<file path="config.mk">
export PLATFORM = sky130hd
export DESIGN_NAME = uart_regfile
export DESIGN_NICKNAME = d
export VERILOG_FILES = /design/src/rtl/uart_rf_pkg.sv /design/src/rtl/uart_line_cfg.sv /design/src/rtl/uart_rx_trig.sv /design/src/rtl/uart_irq_prio.sv /design/src/rtl/uart_regfile.sv
export SDC_FILE = /design/constraint.sdc
export NUM_CORES = 1
export LEC_CHECK = 0
export ABC_AREA = 0
export BUFFER_PORTS_ARGS = -buffer_cell sky130_fd_sc_hd__buf_2
export CORE_MARGIN = 8
export CORE_UTILIZATION = 51
export DETAILED_ROUTE_END_ITERATION = 16
export GPL_ROUTABILITY_DRIVEN = 0
export GPL_TIMING_DRIVEN = 0
export PLACE_DENSITY = 0.79
export SLEW_MARGIN = 20
export SYNTH_ARGS = -nofsm -noshare
export SYNTH_HDL_FRONTEND = slang
export SYNTH_SLANG_ARGS = --single-unit
</file>
<file path="constraint.sdc">
create_clock -name clk -period 3.1 [get_ports clk]
set_clock_uncertainty 0.15 [all_clocks]
set_input_delay 0.62 -clock clk [delete_from_list [all_inputs] [get_ports clk]]
set_output_delay 0.62 -clock clk [all_outputs]
set_load 0.1 [all_outputs]
</file>
<file path="src/rtl/uart_rf_pkg.sv">
package uart_rf_pkg;

    localparam logic [7:0] OFF_DATA = 8'h00;
    localparam logic [7:0] OFF_IER  = 8'h04;
    localparam logic [7:0] OFF_IIR  = 8'h08;
    localparam logic [7:0] OFF_LCR  = 8'h0C;
    localparam logic [7:0] OFF_MCR  = 8'h10;
    localparam logic [7:0] OFF_LSR  = 8'h14;
    localparam logic [7:0] OFF_MSR  = 8'h18;
    localparam logic [7:0] OFF_SCR  = 8'h1C;

    localparam logic [7:0] MSR_VALUE = 8'h04;

    localparam logic [3:0] ID_NONE = 4'b0001;
    localparam logic [3:0] ID_DATA = 4'b0100;
    localparam logic [3:0] ID_LINE = 4'b0110;

    typedef enum logic [2:0] {
        PAR_NONE  = 3'd0,
        PAR_ODD   = 3'd1,
        PAR_EVEN  = 3'd2,
        PAR_MARK  = 3'd3,
        PAR_SPACE = 3'd4
    } par_e;

    typedef enum logic [1:0] {
        STOP_ONE      = 2'd0,
        STOP_ONE_HALF = 2'd1,
        STOP_TWO      = 2'd2
    } stop_e;

    // err: [0] overrun, [1] parity, [2] framing, [3] break
    typedef struct packed {
        logic [15:0] divisor;
        logic [3:0]  ier;
        logic [7:0]  lcr;
        logic        loopback;
        logic [3:0]  err;
        logic [7:0]  scratch;
        logic        fifo_en;
        logic [1:0]  trig;
        logic [3:0]  iid;
    } regs_t;

endpackage

</file>
<file path="src/rtl/uart_line_cfg.sv">
module uart_line_cfg
    import uart_rf_pkg::*;
(
    input  logic [4:0] fmt,
    input  logic       stick,
    output logic [1:0] word_len,
    output stop_e      stop_cfg,
    output par_e       par_mode
);

    always_comb begin
        word_len = fmt[1:0];

        if (!fmt[2])
            stop_cfg = STOP_ONE;
        else if (fmt[1:0] == 2'd0)
            stop_cfg = STOP_ONE_HALF;
        else
            stop_cfg = STOP_TWO;

        if (!fmt[3])
            par_mode = PAR_NONE;
        else if (!stick)
            par_mode = fmt[4] ? PAR_EVEN : PAR_ODD;
        else
            par_mode = fmt[4] ? PAR_SPACE : PAR_MARK;
    end

endmodule

</file>
<file path="src/rtl/uart_rx_trig.sv">
module uart_rx_trig #(
    parameter int DEPTH = 16,
    parameter int LVL_W = $clog2(DEPTH + 1)
) (
    input  logic             fifo_en,
    input  logic [1:0]       trig,
    input  logic [LVL_W-1:0] level,
    output logic             met
);

    localparam int THR_QTR  = DEPTH / 4;
    localparam int THR_HALF = DEPTH / 2;
    localparam int THR_NEAR = DEPTH - 2;

    logic [LVL_W-1:0] thr;

    always_comb begin
        unique case (trig)
            2'd0: thr = '0;
            2'd1: thr = LVL_W'(THR_QTR);
            2'd2: thr = LVL_W'(THR_HALF);
            default: thr = LVL_W'(THR_NEAR);
        endcase
        met = !fifo_en || (level > thr);
    end

endmodule

</file>
<file path="src/rtl/uart_irq_prio.sv">
module uart_irq_prio
    import uart_rf_pkg::*;
(
    input  logic       line_en,
    input  logic       data_en,
    input  logic       err_any,
    input  logic       ready,
    input  logic       trig_met,
    output logic [3:0] code
);

    always_comb begin
        if (line_en && err_any)
            code = ID_LINE;
        else if (data_en && ready && trig_met)
            code = ID_DATA;
        else
            code = ID_NONE;
    end

endmodule

</file>
<file path="src/rtl/uart_regfile.sv">
module uart_regfile
    import uart_rf_pkg::*;
#(
    parameter int ADDR_W     = 8,
    parameter int FIFO_DEPTH = 16,
    parameter int LVL_W      = $clog2(FIFO_DEPTH + 1)
) (
    input  logic              clk,
    input  logic              rst_n,
    input  logic              bus_wr,
    input  logic              bus_rd,
    input  logic [ADDR_W-1:0] bus_addr,
    input  logic [7:0]        bus_wdata,
    output logic [7:0]        bus_rdata,
    input  logic [LVL_W-1:0]  rx_level,
    input  logic [7:0]        rx_head,
    input  logic              rx_err_overrun,
    input  logic              rx_err_parity,
    input  logic              rx_err_framing,
    input  logic              rx_err_break,
    output logic              rx_pop,
    output logic              rx_flush,
    output logic              tx_push,
    output logic              loop_push,
    output logic [7:0]        tx_byte,
    output logic [1:0]        word_len,
    output logic [1:0]        stop_cfg,
    output logic [2:0]        par_mode,
    output logic [15:0]       divisor,
    output logic              fifo_on,
    output logic              loop_on,
    output logic              irq
);

    localparam logic [ADDR_W-1:0] A_DATA = ADDR_W'(OFF_DATA);
    localparam logic [ADDR_W-1:0] A_IER  = ADDR_W'(OFF_IER);
    localparam logic [ADDR_W-1:0] A_IIR  = ADDR_W'(OFF_IIR);
    localparam logic [ADDR_W-1:0] A_LCR  = ADDR_W'(OFF_LCR);
    localparam logic [ADDR_W-1:0] A_MCR  = ADDR_W'(OFF_MCR);
    localparam logic [ADDR_W-1:0] A_LSR  = ADDR_W'(OFF_LSR);
    localparam logic [ADDR_W-1:0] A_MSR  = ADDR_W'(OFF_MSR);
    localparam logic [ADDR_W-1:0] A_SCR  = ADDR_W'(OFF_SCR);

    regs_t st_d, st_q;

    logic       dlab;
    logic       ready;
    logic       trig_met;
    logic [3:0] code_now;
    logic [3:0] new_err;
    stop_e      stop_w;
    par_e       par_w;

    assign dlab    = st_q.lcr[7];
    assign ready   = (rx_level != '0);
    assign new_err = {rx_err_break, rx_err_framing, rx_err_parity, rx_err_overrun};

    uart_line_cfg u_line (
        .fmt      (st_q.lcr[4:0]),
        .stick    (st_q.lcr[6]),
        .word_len (word_len),
        .stop_cfg (stop_w),
        .par_mode (par_w)
    );

    uart_rx_trig #(
        .DEPTH (FIFO_DEPTH),
        .LVL_W (LVL_W)
    ) u_trig (
        .fifo_en (st_q.fifo_en),
        .trig    (st_q.trig),
        .level   (rx_level),
        .met     (trig_met)
    );

    uart_irq_prio u_prio (
        .line_en  (st_q.ier[2]),
        .data_en  (st_q.ier[0]),
        .err_any  (|st_q.err),
        .ready    (ready),
        .trig_met (trig_met),
        .code     (code_now)
    );

    // next-state and strobes
    always_comb begin
        st_d      = st_q;
        rx_pop    = 1'b0;
        rx_flush  = 1'b0;
        tx_push   = 1'b0;
        loop_push = 1'b0;

        if (bus_wr) begin
            unique case (bus_addr)
                A_DATA: begin
                    if (dlab)
                        st_d.divisor[7:0] = bus_wdata;
                    else if (st_q.loopback)
                        loop_push = 1'b1;
                    else
                        tx_push = 1'b1;
                end
                A_IER: begin
                    if (dlab)
                        st_d.divisor[15:8] = bus_wdata;
                    else
                        st_d.ier = bus_wdata[3:0];
                end
                A_IIR: begin
                    st_d.fifo_en = bus_wdata[0];
                    rx_flush     = bus_wdata[1];
                    st_d.trig    = bus_wdata[7:6];
                end
                A_LCR:   st_d.lcr      = bus_wdata;
                A_MCR:   st_d.loopback = bus_wdata[4];
                A_SCR:   st_d.scratch  = bus_wdata;
                default: ;
            endcase
        end

        if (bus_rd && bus_addr == A_DATA && !dlab)
            rx_pop = 1'b1;

        if (bus_rd && bus_addr == A_LSR)
            st_d.err = new_err;
        else
            st_d.err = st_q.err | new_err;

        st_d.iid = code_now;
    end

    always_ff @(posedge clk or negedge rst_n) begin
        if (!rst_n) begin
            st_q     <= '0;
            st_q.iid <= ID_NONE;
        end else begin
            st_q <= st_d;
        end
    end

    // read mux
    always_comb begin
        unique case (bus_addr)
            A_DATA:  bus_rdata = dlab ? st_q.divisor[7:0] : rx_head;
            A_IER:   bus_rdata = dlab ? st_q.divisor[15:8] : {4'b0, st_q.ier};
            A_IIR:   bus_rdata = {st_q.fifo_en, st_q.fifo_en, 2'b00, st_q.iid};
            A_LCR:   bus_rdata = st_q.lcr;
            A_MCR:   bus_rdata = {3'b000, st_q.loopback, 4'b0000};
            A_LSR:   bus_rdata = {3'b011, st_q.err, ready};
            A_MSR:   bus_rdata = MSR_VALUE;
            A_SCR:   bus_rdata = st_q.scratch;
            default: bus_rdata = 8'h00;
        endcase
    end

    assign tx_byte  = bus_wdata;
    assign stop_cfg = stop_w;
    assign par_mode = par_w;
    assign divisor  = st_q.divisor;
    assign fifo_on  = st_q.fifo_en;
    assign loop_on  = st_q.loopback;
    assign irq      = (st_q.iid != ID_NONE);

endmodule

</file>
After elaboration in Yosys (flattened, before gate mapping)
Index checks and enable logic that the tools add are counted.

cells by class
  order comparisons = 1
  eq/ne operators = 10
  muxes and demuxes = 24
  bitwise gates (word level) = 2
  reduce and logical (&&, ||, !) cells = 21

operators with widths
  kind                count
  $pmux 8 s8          1
  $eq 8x5->1 const B  4
  $eq 8x4->1 const B  2
  $mux 8              2
  $mux 3              4
  $pmux 4 s3          1
  $mux 1              11
  $reduce_and 3->1    3
  $eq 8x3->1 const B  1
  $logic_not 8->1     1
  $mux 4              2
  $reduce_and 2->1    4
  $logic_and 1x1->1   6
  $mux 2              3
  $gt 5x4->1          1
  $reduce_bool 5->1   1
  $logic_not 2->1     2
  $ne 4x1->1 const B  1
  $or 4x4->4          1
  $reduce_or 4->1     1
  $eq 2x1->1 const B  1
  $eq 2x2->1 const B  1
  $logic_not 1->1     2
  $logic_or 1x1->1    1
  $not 1->1           1

storage, ports and cells
  register bits after elaboration = 48
  bits of input ports = 37
  output and inout port bits = 46
  word-level logic and storage cells = 68

Logic depth before layout (Yosys ltp)
Gate-level depths: netlist of the first run.

  word-level depth = 7
  depth in mapped cells = 7
  gate-level depth less buffers = 7

Hierarchy
From an unflattened synthesis of the first run, not the netlist that was laid out.

second synthesis, totals
  cell total of the unflattened synthesis = 240
  area, all modules = 2822.7 µm²

modules (own cells, without submodules)
  module         instances  cells each  area each (µm²)  seq. area each (µm²)
  uart_regfile   1          215         2635.0           1202.4
  uart_rx_trig   1          12          85.1             0.0
  uart_line_cfg  1          8           66.3             0.0
  uart_irq_prio  1          5           36.3             0.0

Worst setup path after synthesis of the first run
No wires, ideal clock.

  path kind = input -> output
  from = input port bus_addr[3]
  to = output port bus_rdata[3]
  arrival = 2.941 ns
  setup slack = -0.611 ns
  stages on the path = 4
  path buffers = 0
  cells stage by stage = nor4_2 -> a22o_1 -> a21oi_1 -> o22ai_1

between the ends
  cells in the longest elaborated chain, start to end = 2
  elaborated cells between the ends (all ways) = 9
  classes of those cells = 7 x eq/ne; 1 x mux; 1 x reduce/logical

RTL lines
  item                                      RTL line             RTL
  start: declaration                        uart_regfile.sv:12   input logic [ADDR_W-1:0] bus_addr,
  $eq 8x5->1, or another cell as far along  uart_regfile.sv:143  unique case (bus_addr)
  $pmux 8 s8 (*)                            uart_regfile.sv:143
  end: declaration                          uart_regfile.sv:14   output logic [7:0] bus_rdata,

Every way passes the cells marked *; elsewhere a longest branch is shown, timed or not.

Worst setup path in the final report of the first run
  from = input port bus_addr[3]
  to = output port loop_push

between the ends
  cells in the longest elaborated chain, start to end = 3

RTL lines
  item              RTL line            RTL
  $logic_not 8->1   uart_regfile.sv:94  unique case (bus_addr)
  $mux 1            uart_regfile.sv:94
  $mux 1            uart_regfile.sv:93  if (bus_wr) begin
  end: declaration  uart_regfile.sv:24  output logic loop_push,

No other way between the ends.

==> flow_summary_export.csv, run 1 <==
group,metric,value,unit
critical_path,crit_path_start,"bus_addr[3]",
synthesis,synthArstFlopShare,100.0,%
final_layout,seqCellArea,0.001179,sq mm
critical_path,r2r_start,"st_q[16]",
synthesis,ys_top_cells_by_count,"dfrtp_1, mux2_1, buf_4, mux2_2",
global_routing,overflow,0,
critical_path,crit_fanout,8,
critical_path,path_common_cell,"buf_2",
critical_path,worstSetupStartpointType,"input pin",
synthesis,syn_inst,238,
sta,fmax,0.3332,GHz
global_routing,grt_pass1_wl,11.21,mm
sta,final_max_slew_viol_count,0,
final_layout,nets,371,
route,vias,2193,
sta,setup_violations,0,
global_routing,grt_pass1_vias,2223,
sta,whs,0.1633,ns
floorplan,floorplan.initialDensity,52.85,%
route,via_per_inst,5.469,
synthesis,synthTopCellsByArea,"dfrtp_1, mux2_1, mux2_2",
final_layout,finish.utilization,67.26,%
floorplan,dieArea,0.007917,sq mm
clocking,cts_tree,"done",
synthesis,synth_area_leader_cell,"dfrtp_1",
critical_path,cpLargestDelayFamily,"simple AND/OR/NAND/NOR gates",
sta,min_period_over_period,96.80,%
critical_path,worstPathRequired,2.33,ns
final_layout,n_antenna_cell,0,
clocking,cts_root_buf,"clkbuf_8",
placed_design,hpwlAfterDp,5.555,mm
critical_path,crit_path_end_kind,"output port",
route,routedWlPerCell,17.94,um
critical_path,crit_slowest_cell,"nor4_4",
global_routing,gr-usage-all-layers,18.62,%
final_layout,syn2layout_area_growth,27.27,%
synthesis,syn_nets,279,
clocking,numClockSinks,47,
route,drtIter0Drc,207,
synthesis,yosysMostFrequentCell,"dfrtp_1",
synthesis,synth-seq-cells,47,
clocking,h-tree-depth,2,
placed_design,dp_cells,390,
final_layout,stdcell_count,401,
route,detail-route-antenna-nets,0,
floorplan,fp-row-count,26,
final_layout,multi_input_area,0.001349,sq mm
final_layout,fillers,402,
placed_design,port_buffers,82,
synthesis,ys_warn_count,0,
floorplan,ioPinCount,83,
route,wl,7.194,mm
synthesis,synth_enable_flop_cells,0,
clocking,clkSlewWorstSetupHoldPaths,0.09,ns
global_routing,grt_antenna_before_repair,0,
critical_path,arrival,2.23,ns
floorplan,die_y,88.98,um
pwr,p_per_area,416.1,mW/mm^2
critical_path,max_stage_delay,0.58,ns
critical_path,crit_chain,"buf_2, nor4_4, nor2b_1, and3_1, buf_2",
final_layout,layout-drive-gt1-share,49.55,%
outcome,status,"finished clean",
sta,hold_viol,0,
worst_hold_path,hold_path.class,"input pin to async pin",
synthesis,synth_ff_type,"dfrtp_1",
flow_run,cap_violations,0,
clocking,clockBufferDepth,2,
route,drc,0,
pwr,p_leak,0.001818,uW
global_routing,grt_start_max_net_pins,48,
sta,post-route-min-period,3.001,ns
pwr,ir_worst_vdd,0.0002737,V
floorplan,die_w,88.98,um
synthesis,syn_area,0.002716,sq mm
synthesis,yosysUniqueCellTypes,45,
clocking,clk-insertion-delay-late,0.30,ns
clocking,cts_inserted_buffers,5,
synthesis,synth_top_area_share,42.38,%
critical_path,crit_buf_inv,2,
synthesis,syn_area_per_cell,11.41,sq um
sta,rsz0062_at_grt,"false",
critical_path,critPathKind,"input pin to output port",
sta,relSlewSlack,59.04,%
sta,worst_slew_pin_slew,0.6064,ns
synthesis,yosysSeqAreaShare,43.34,%
floorplan,coreArea,0.005140,sq mm
route,dr.pass1.iters,4,
-- metrics by stage --
step | power (uW) | instance area, sq um | worst slack [ns] | TNS [ns]
2_1_floorplan | 832.0 | 2758 | -0.02194 | -0.02194
3_3_place_gp | 907.7 | 3256 | -0.1811 | -1.216
3_5_place_dp | 912.5 | 3256 | -0.2052 | -1.281
4_1_cts | 1443 | 3415 | 0.004373 | 0
5_1_grt | 1493 | 3457 | 0.04430 | 0
6_report | 1438 | 3457 | 0.09912 | 0
-- where the power goes --
| part | total (uW) | switching (uW) | internal [uW] |
|---|---|---|---|
| combinational | 258 | 180 | 77.8 |
| sequential | 648 | 15.9 | 632 |
| clock | 533 | 211 | 321 |
| total | 1440 | 407 | 1030 |
-- registers in the layout (all words and copies together) (netlist names) --
register  flops
loop_on       1
dlab          1
st_q         28
divisor      16
fifo_on       1
-- per-layer routing --
metal	global-route usage [%]	wire, um	up-vias
met4	3.927	57	0
met1	22.97	2950	1070
li1	-	-	1031
met3	5.423	544	7
met5	0	0	-
met2	31.40	3641	85
-- repair_timing --
item,in CTS,in global routing
gates cloned,0,0
endpoints found under the setup margin,11,9
pin swaps,0,1
resized for setup,6,6
hold buffers,0,0
buffers inserted,0,4
-- cell families after synthesis --
family                   after synthesis  synth area share [%]
flip-flops                            47                 43.34
buffers and inverters                 39                 9.166
AO/OA/AOI/OAI                         38                 9.719
adder cells (fa/ha/maj)                4                 1.843
multiplexers                          56                 22.94
AND/OR/NAND/NOR                       54                 12.99
-- placed cells by master (no fill, tap or decap), types with 3 or more instances in the layout --
master / Yosys / layout
a21o_1: 5 / 5
inv_1: 6 / 6
and2_1: 4 / 4
mux2_2: 21 / 21
a21oi_1: 5 / 5
buf_2: 1 / 76
clkbuf_8: 0 / 5
nor2b_1: 3 / 3
ha_1: 4 / 4
mux2i_1: 6 / 6
clkbuf_4: 0 / 3
o21ai_0: 4 / 4
dfrtp_1: 46 / 45
buf_4: 27 / 35
o22ai_2: 0 / 5
nand2_1: 8 / 8
nand3_1: 9 / 9
nor2_1: 9 / 7
a22oi_1: 6 / 6
mux2_1: 29 / 29
-- worst paths after layout --
| path | slack (ns) | cells past startpoint | to |
|---|---|---|---|
| max in group asynchronous | 2.21 | 1 | dlab |
| setup / recovery | 0.1 | 5 | loop_push |
| min in group clk | 0.34 | 2 | st_q[15] |
| hold / removal | 0.16 | 1 | st_q[4] |
| hold reg to reg | 0.35 | 2 | st_q[8] |
| setup reg to reg | 1.23 | 4 | st_q[2] |
-- layout make-up --
cell class              count  area share, %
repair buffers             86          13.25
multi-input cells         152          39.02
plain buffers              32          6.515
well taps                  70          2.533
clock buffers               5          1.991
inverters                   6         0.6515
flip-flops and latches     47          34.09
clock inverters             3          1.954
No activity file was read; power rests on OpenSTA's default activity.
==> run 2: changes to the inputs <==
- ABC_AREA: 0 -> 1
- CORE_ASPECT_RATIO: default -> 0.75
- PLACE_DENSITY: 0.79 -> 0.78
==> run 2 against run 1 <==
Maximum frequency up 4.2%. First-iteration DRC count shrank 3.4%. Largest power group unchanged. Combinational power hardly changed. Largest cell class unchanged. Routed wire length rose by 15%. Sequential power about the same.
==> flow_summary_export.csv, run 2 <==
group,metric,value,unit
outcome,status,"finished clean",
placed_design,port_buffers,82,
clocking,cts_resized,0,
global_routing,overflow,0,
synthesis,ys_warn_count,0,
pwr,power.total,1320,uW
flow_run,cap_violations,0,
clocking,numClockSinks,47,
critical_path,crit_fanout,6,
worst_hold_path,hold_path.class,"input pin to async pin",
clocking,ctsHoldBuffers,0,
pwr,p_sw_share,32.01,%
final_layout,nets,525,
synthesis,synth-seq-cells,47,
sta,setup_violations,0,
sta,hold_viol,0,
sta,rsz0062_at_grt,"false",
final_layout,regMostFlops,"st_q",
global_routing,grt_pass1_vias,2713,
route,vias,2836,
final_layout,n_antenna_cell,0,
final_layout,syn2layout_area_growth,21.00,%
synthesis,yosysMostFrequentCell,"nand2_1",
sta,min_period_over_period,92.89,%
floorplan,ioPinCount,83,
synthesis,syn_nets,436,
clocking,cts_inserted_buffers,5,
route,drtIter0Drc,200,
final_layout,final_common_cell,"nand2_1",
floorplan,die_y,82.65,um
synthesis,syn_area_per_cell,7.647,sq um
clocking,clockBufferDepth,2,
pwr,power_switching,422.5,uW
clocking,h-tree-depth,2,
synthesis,synth_enable_flop_cells,0,
final_layout,mostFrequentLayoutCells,"nand2_1, buf_2, dfrtp_1",
placed_design,hpwlAfterDp,6.443,mm
floorplan,fp-row-count,24,
critical_path,critPathKind,"input pin to output port",
sta,final_max_slew_viol_count,0,
clocking,clk-insertion-delay-late,0.30,ns
clocking,cts_tree,"done",
sta,setup_slack,0.2205,ns
pwr,p_leak,0.002205,uW
floorplan,dieArea,0.008666,sq mm
route,drc,0,
final_layout,largest_register_ffs,28,
sta,fmax,0.3473,GHz
sta,relSlewSlack,58.78,%
critical_path,arrival,2.11,ns
synthesis,syn_area,0.003020,sq mm
pwr,ir_worst_vdd,0.0001657,V
critical_path,crit_path_end_kind,"output port",
synthesis,synth_ff_type,"dfrtp_1",
synthesis,syn_inst,395,
floorplan,die_w,104.9,um
global_routing,grt_antenna_before_repair,0,
synthesis,ys_top_cells_by_count,"nand2_1, dfrtp_1, inv_1, buf_4, nor2_1",
pwr,p_int,897.4,uW
synthesis,synth_top_area_share,38.11,%
pwr,p_seq_share,49.0,%
synthesis,yosysSeqAreaShare,38.98,%
pwr,p_per_area,361.1,mW/mm^2
sta,worst_slew_pin_slew,0.6182,ns
pwr,pwr-share-comb,19.5,%
sta,post-route-min-period,2.879,ns
placed_design,pre_cts_ws,0.2497,ns
pwr,pwr-share-clk,31.5,%
critical_path,worstSetupStartpointType,"input pin",
critical_path,worstPathRequired,2.33,ns
global_routing,grt_start_max_net_pins,48,
clocking,clkSlewWorstSetupHoldPaths,0.08,ns
route,via_per_inst,5.037,
synthesis,synthArstFlopShare,100.0,%
route,wl,8.294,mm
final_layout,finish.utilization,63.39,%
clocking,cts_setup_buffers,0,
global_routing,grt_pass1_wl,13.25,mm
synthesis,synth_area_leader_cell,"dfrtp_1",
floorplan,coreArea,0.005766,sq mm
synthesis,yosysUniqueCellTypes,32,
route,routedWlPerCell,14.73,um
clocking,cts_root_buf,"clkbuf_8",
route,dr.pass1.iters,5,
final_layout,layout-drive-gt1-share,35.88,%
global_routing,gr-usage-all-layers,19.40,%
route,detail-route-antenna-nets,0,
floorplan,floorplan.initialDensity,52.39,%
synthesis,synthTopCellsByArea,"dfrtp_1, nand2_1, o21ai_2",
sta,whs,0.1649,ns
## run 2: metal layers
metal / global-route usage, % / part of all wire, %
met5: 0 / 0
met4: 5.106 / 1.2
met3: 4.341 / 7.7
met2: 33.10 / 48
met1: 24.72 / 44
## run 2: area by class of cell
class / instances / area [sq um]
Buffer: 34 / 256.5
Clock inverter: 1 / 7.507
Inverter: 47 / 176.4
Sequential cell: 47 / 1177
Multi-Input combinational cell: 267 / 1430
Timing Repair Buffer: 82 / 412.9
Tap cell: 78 / 97.59
Fill cell: 517 / 2111
Clock buffer: 7 / 96.34
## run 2: logic make-up after synthesis
group / Yosys count / share of synthesized area [%]
adder cells (fa/ha/maj): 4 / 1.657
flip-flops: 47 / 38.98
AO/OA/AOI/OAI: 49 / 11.76
buffers and inverters: 81 / 14.33
AND/OR/NAND/NOR: 214 / 33.26
## run 2: path summary, 6_finish.rpt
| path | depth (start not counted) | start | to | slack [ns] |
|---|---|---|---|---|
| setup reg to reg | 9 | st_q[4] | st_q[0] | 1.68 |
| min in group clk | 2 | st_q[22] | st_q[22] | 0.34 |
| hold reg to reg | 2 | st_q[22] | st_q[22] | 0.34 |
| hold / removal | 1 | rst_n | divisor[6] | 0.16 |
| max in group asynchronous | 1 | rst_n | st_q[16] | 2.20 |
| setup / recovery | 8 | bus_addr[3] | bus_rdata[5] | 0.22 |
## run 2: worst max-delay path, cell delays in order
cell and delay [ns]:
buf_2 0.14, inv_2 0.10, nand2_1 0.07, nor2_2 0.24, nand2_1 0.21, a21boi_0 0.18
nand2_1 0.11, buf_2 0.43
## run 2: power by group through the flow
stage / combinational (uW) / sequential [uW] / clock, uW
2_1_floorplan: 173 / 663 / 0
3_3_place_gp: 253 / 657 / 0
3_5_place_dp: 259 / 659 / 0
4_1_cts: 260 / 647 / 418
5_1_grt: 277 / 649 / 440
6_report: 257 / 647 / 415
## run 2: stage by stage
stage          setup TNS [ns]  instances  instance area (sq um)
6_report                    0        563                   3655
5_1_grt                     0        563                   3655
4_1_cts                     0        563                   3652
3_5_place_dp                0        555                   3548
3_3_place_gp                0        555                   3548
2_1_floorplan         -0.1022        395                   3040
==> run 3: changes to the inputs <==
- ABC_AREA: 1 -> 0
- PLACE_DENSITY: 0.78 -> 0.79
==> run 3 against run 2 <==
Maximum frequency down 4.2%. Non-clock buffer count up 5. First-iteration DRC count down 31%. Combinational power about the same. Cell count down 27%. Flip-flop and latch count unchanged. Die area down 8.4%. Clock power up 28%. Routed wire length down 12%.
==> flow_summary_export.csv, run 3 (same netlist as run 1, synthesis figures left out) <==
group,metric,value,unit
outcome,status,"finished clean",
final_layout,syn2layout_area_growth,28.24,%
critical_path,crit_path_start,"bus_addr[3]",
global_routing,grt_start_max_net_pins,48,
floorplan,dieArea,0.007942,sq mm
clocking,h-tree-depth,2,
clocking,cts_root_buf,"clkbuf_8",
sta,setup_violations,0,
pwr,power.total,1437,uW
sta,relSlewSlack,54.63,%
placed_design,hpwlAfterDp,5.548,mm
floorplan,coreArea,0.005238,sq mm
critical_path,r2r_start,"st_q[16]",
critical_path,r2r_slack,1.17,ns
critical_path,worstPathRequired,2.33,ns
final_layout,n_antenna_cell,0,
pwr,p_leak,0.001838,uW
clocking,clkSlewWorstSetupHoldPaths,0.08,ns
worst_hold_path,hold_path.class,"input pin to async pin",
sta,fmax,0.3329,GHz
final_layout,regMostFlops,"st_q",
critical_path,worstSetupStartpointType,"input pin",
global_routing,overflow,0,
clocking,numClockSinks,47,
floorplan,die_y,79.21,um
critical_path,reg2reg_depth,4,
final_layout,largest_register_ffs,28,
critical_path,rr_endpoint,"st_q[2]",
floorplan,die_w,100.3,um
floorplan,ioPinCount,83,
route,routedWlPerCell,17.92,um
clocking,ctsHoldBuffers,0,
critical_path,crit_path_end_kind,"output port",
sta,hold_viol,0,
final_layout,finish.utilization,66.51,%
final_layout,multi_input_area,0.001349,sq mm
pwr,ir_worst_vdd,0.0002521,V
route,vias,2228,
sta,min_period_over_period,96.91,%
sta,worst_slew_pin_slew,0.6717,ns
sta,final_max_slew_viol_count,0,
global_routing,grt_pass1_wl,11.93,mm
final_layout,layout-drive-gt1-share,50.00,%
critical_path,critPathKind,"input pin to output port",
route,dr.pass1.iters,4,
final_layout,seqCellArea,0.001179,sq mm
floorplan,floorplan.initialDensity,51.86,%
final_layout,fillers,442,
final_layout,final_common_cell,"buf_2",
global_routing,grt_pass1_vias,2349,
final_layout,mostFrequentLayoutCells,"buf_2, dfrtp_1, buf_4",
clocking,clk-insertion-delay-late,0.30,ns
sta,rsz0062_at_grt,"false",
flow_run,cap_violations,0,
route,drc,0,
route,drtIter0Drc,138,
sta,post-route-min-period,3.004,ns
clocking,clockBufferDepth,2,
critical_path,crit_fanout,10,
floorplan,fp-row-count,23,
final_layout,nets,374,
route,detail-route-antenna-nets,0,
route,wl,7.330,mm
global_routing,grt_antenna_before_repair,0,
pwr,p_per_area,412.6,mW/mm^2
placed_design,port_buffers,82,
clocking,cts_inserted_buffers,5,
route,via_per_inst,5.447,
clocking,cts_tree,"done",
critical_path,arrival,2.23,ns
global_routing,gr-usage-all-layers,19.12,%
run 3: cell count changes in the layout (fill, tap and decap cells not counted), moves of 12 or more:
cell,before,now
mux2_1,0,29
inv_1,45,6
nor2_1,24,7
o21ai_2,25,0
mux2_2,0,21
nand2_1,144,8
buf_4,27,39
run 3: cell type report:
cell class | instances | area share, %
multi-input combinational | 152 | 38.72
sequential | 47 | 33.84
timing repair buffer | 89 | 13.79
buffer | 32 | 6.501
tap | 75 | 2.694
clock buffer | 6 | 2.083
clock inverter | 2 | 1.724
inverter | 6 | 0.6466
run 3: worst max-delay path, stage by stage:
cell	delay (ns)
buf_2	0.13
nor4b_1	0.39
clkbuf_2	0.34
o21ai_0	0.14
a21oi_1	0.16
a311o_1	0.16
buf_4	0.30
run 3: repair_timing:
item | CTS | global route
buffers inserted | 0 | 7
resized for setup | 8 | 4
cloned | 0 | 0
setup endpoints to repair | 11 | 8
pin swaps | 0 | 3
run 3: worst max-delay path by stage:
stage | to | slack (ns)
3_5_place_dp | bus_rdata[3] | -0.21
2_1_floorplan | bus_rdata[3] | -0.02
4_1_cts | bus_rdata[1] | 0.04
5_1_grt | bus_rdata[0] | 0.005
3_3_place_gp | bus_rdata[3] | -0.20
6_report | bus_rdata[0] | 0.1
run 3: through the flow:
| stage | setup slack [ns] | hold WS (ns) | instances | instance area (sq um) | setup TNS (ns) |
|---|---|---|---|---|---|
| finish | 0.09579 | 0.1638 | 409 | 3483 | 0 |
| global route | 0.004655 | 0.2191 | 409 | 3483 | 0 |
| CTS | 0.03588 | 0.3332 | 402 | 3421 | 0 |
| detailed placement | -0.2064 | 0.3302 | 395 | 3262 | -1.720 |
| global placement | -0.1966 | 0.3176 | 395 | 3262 | -1.515 |
| floorplan | -0.02194 | 0.1744 | 238 | 2758 | -0.02194 |
run 3: power breakdown:
group | internal, uW | switching (uW)
registers | 632 | 17.0
logic | 79.0 | 179
clock network | 322 | 208
run 3: layer usage:
layer	vias up	track usage (%)	wire (um)
met2	99	29.61	3274
met4	0	7.068	117
met1	1070	24.75	3297
li1	1045	-	-
met3	14	5.677	640
met5	-	0	0
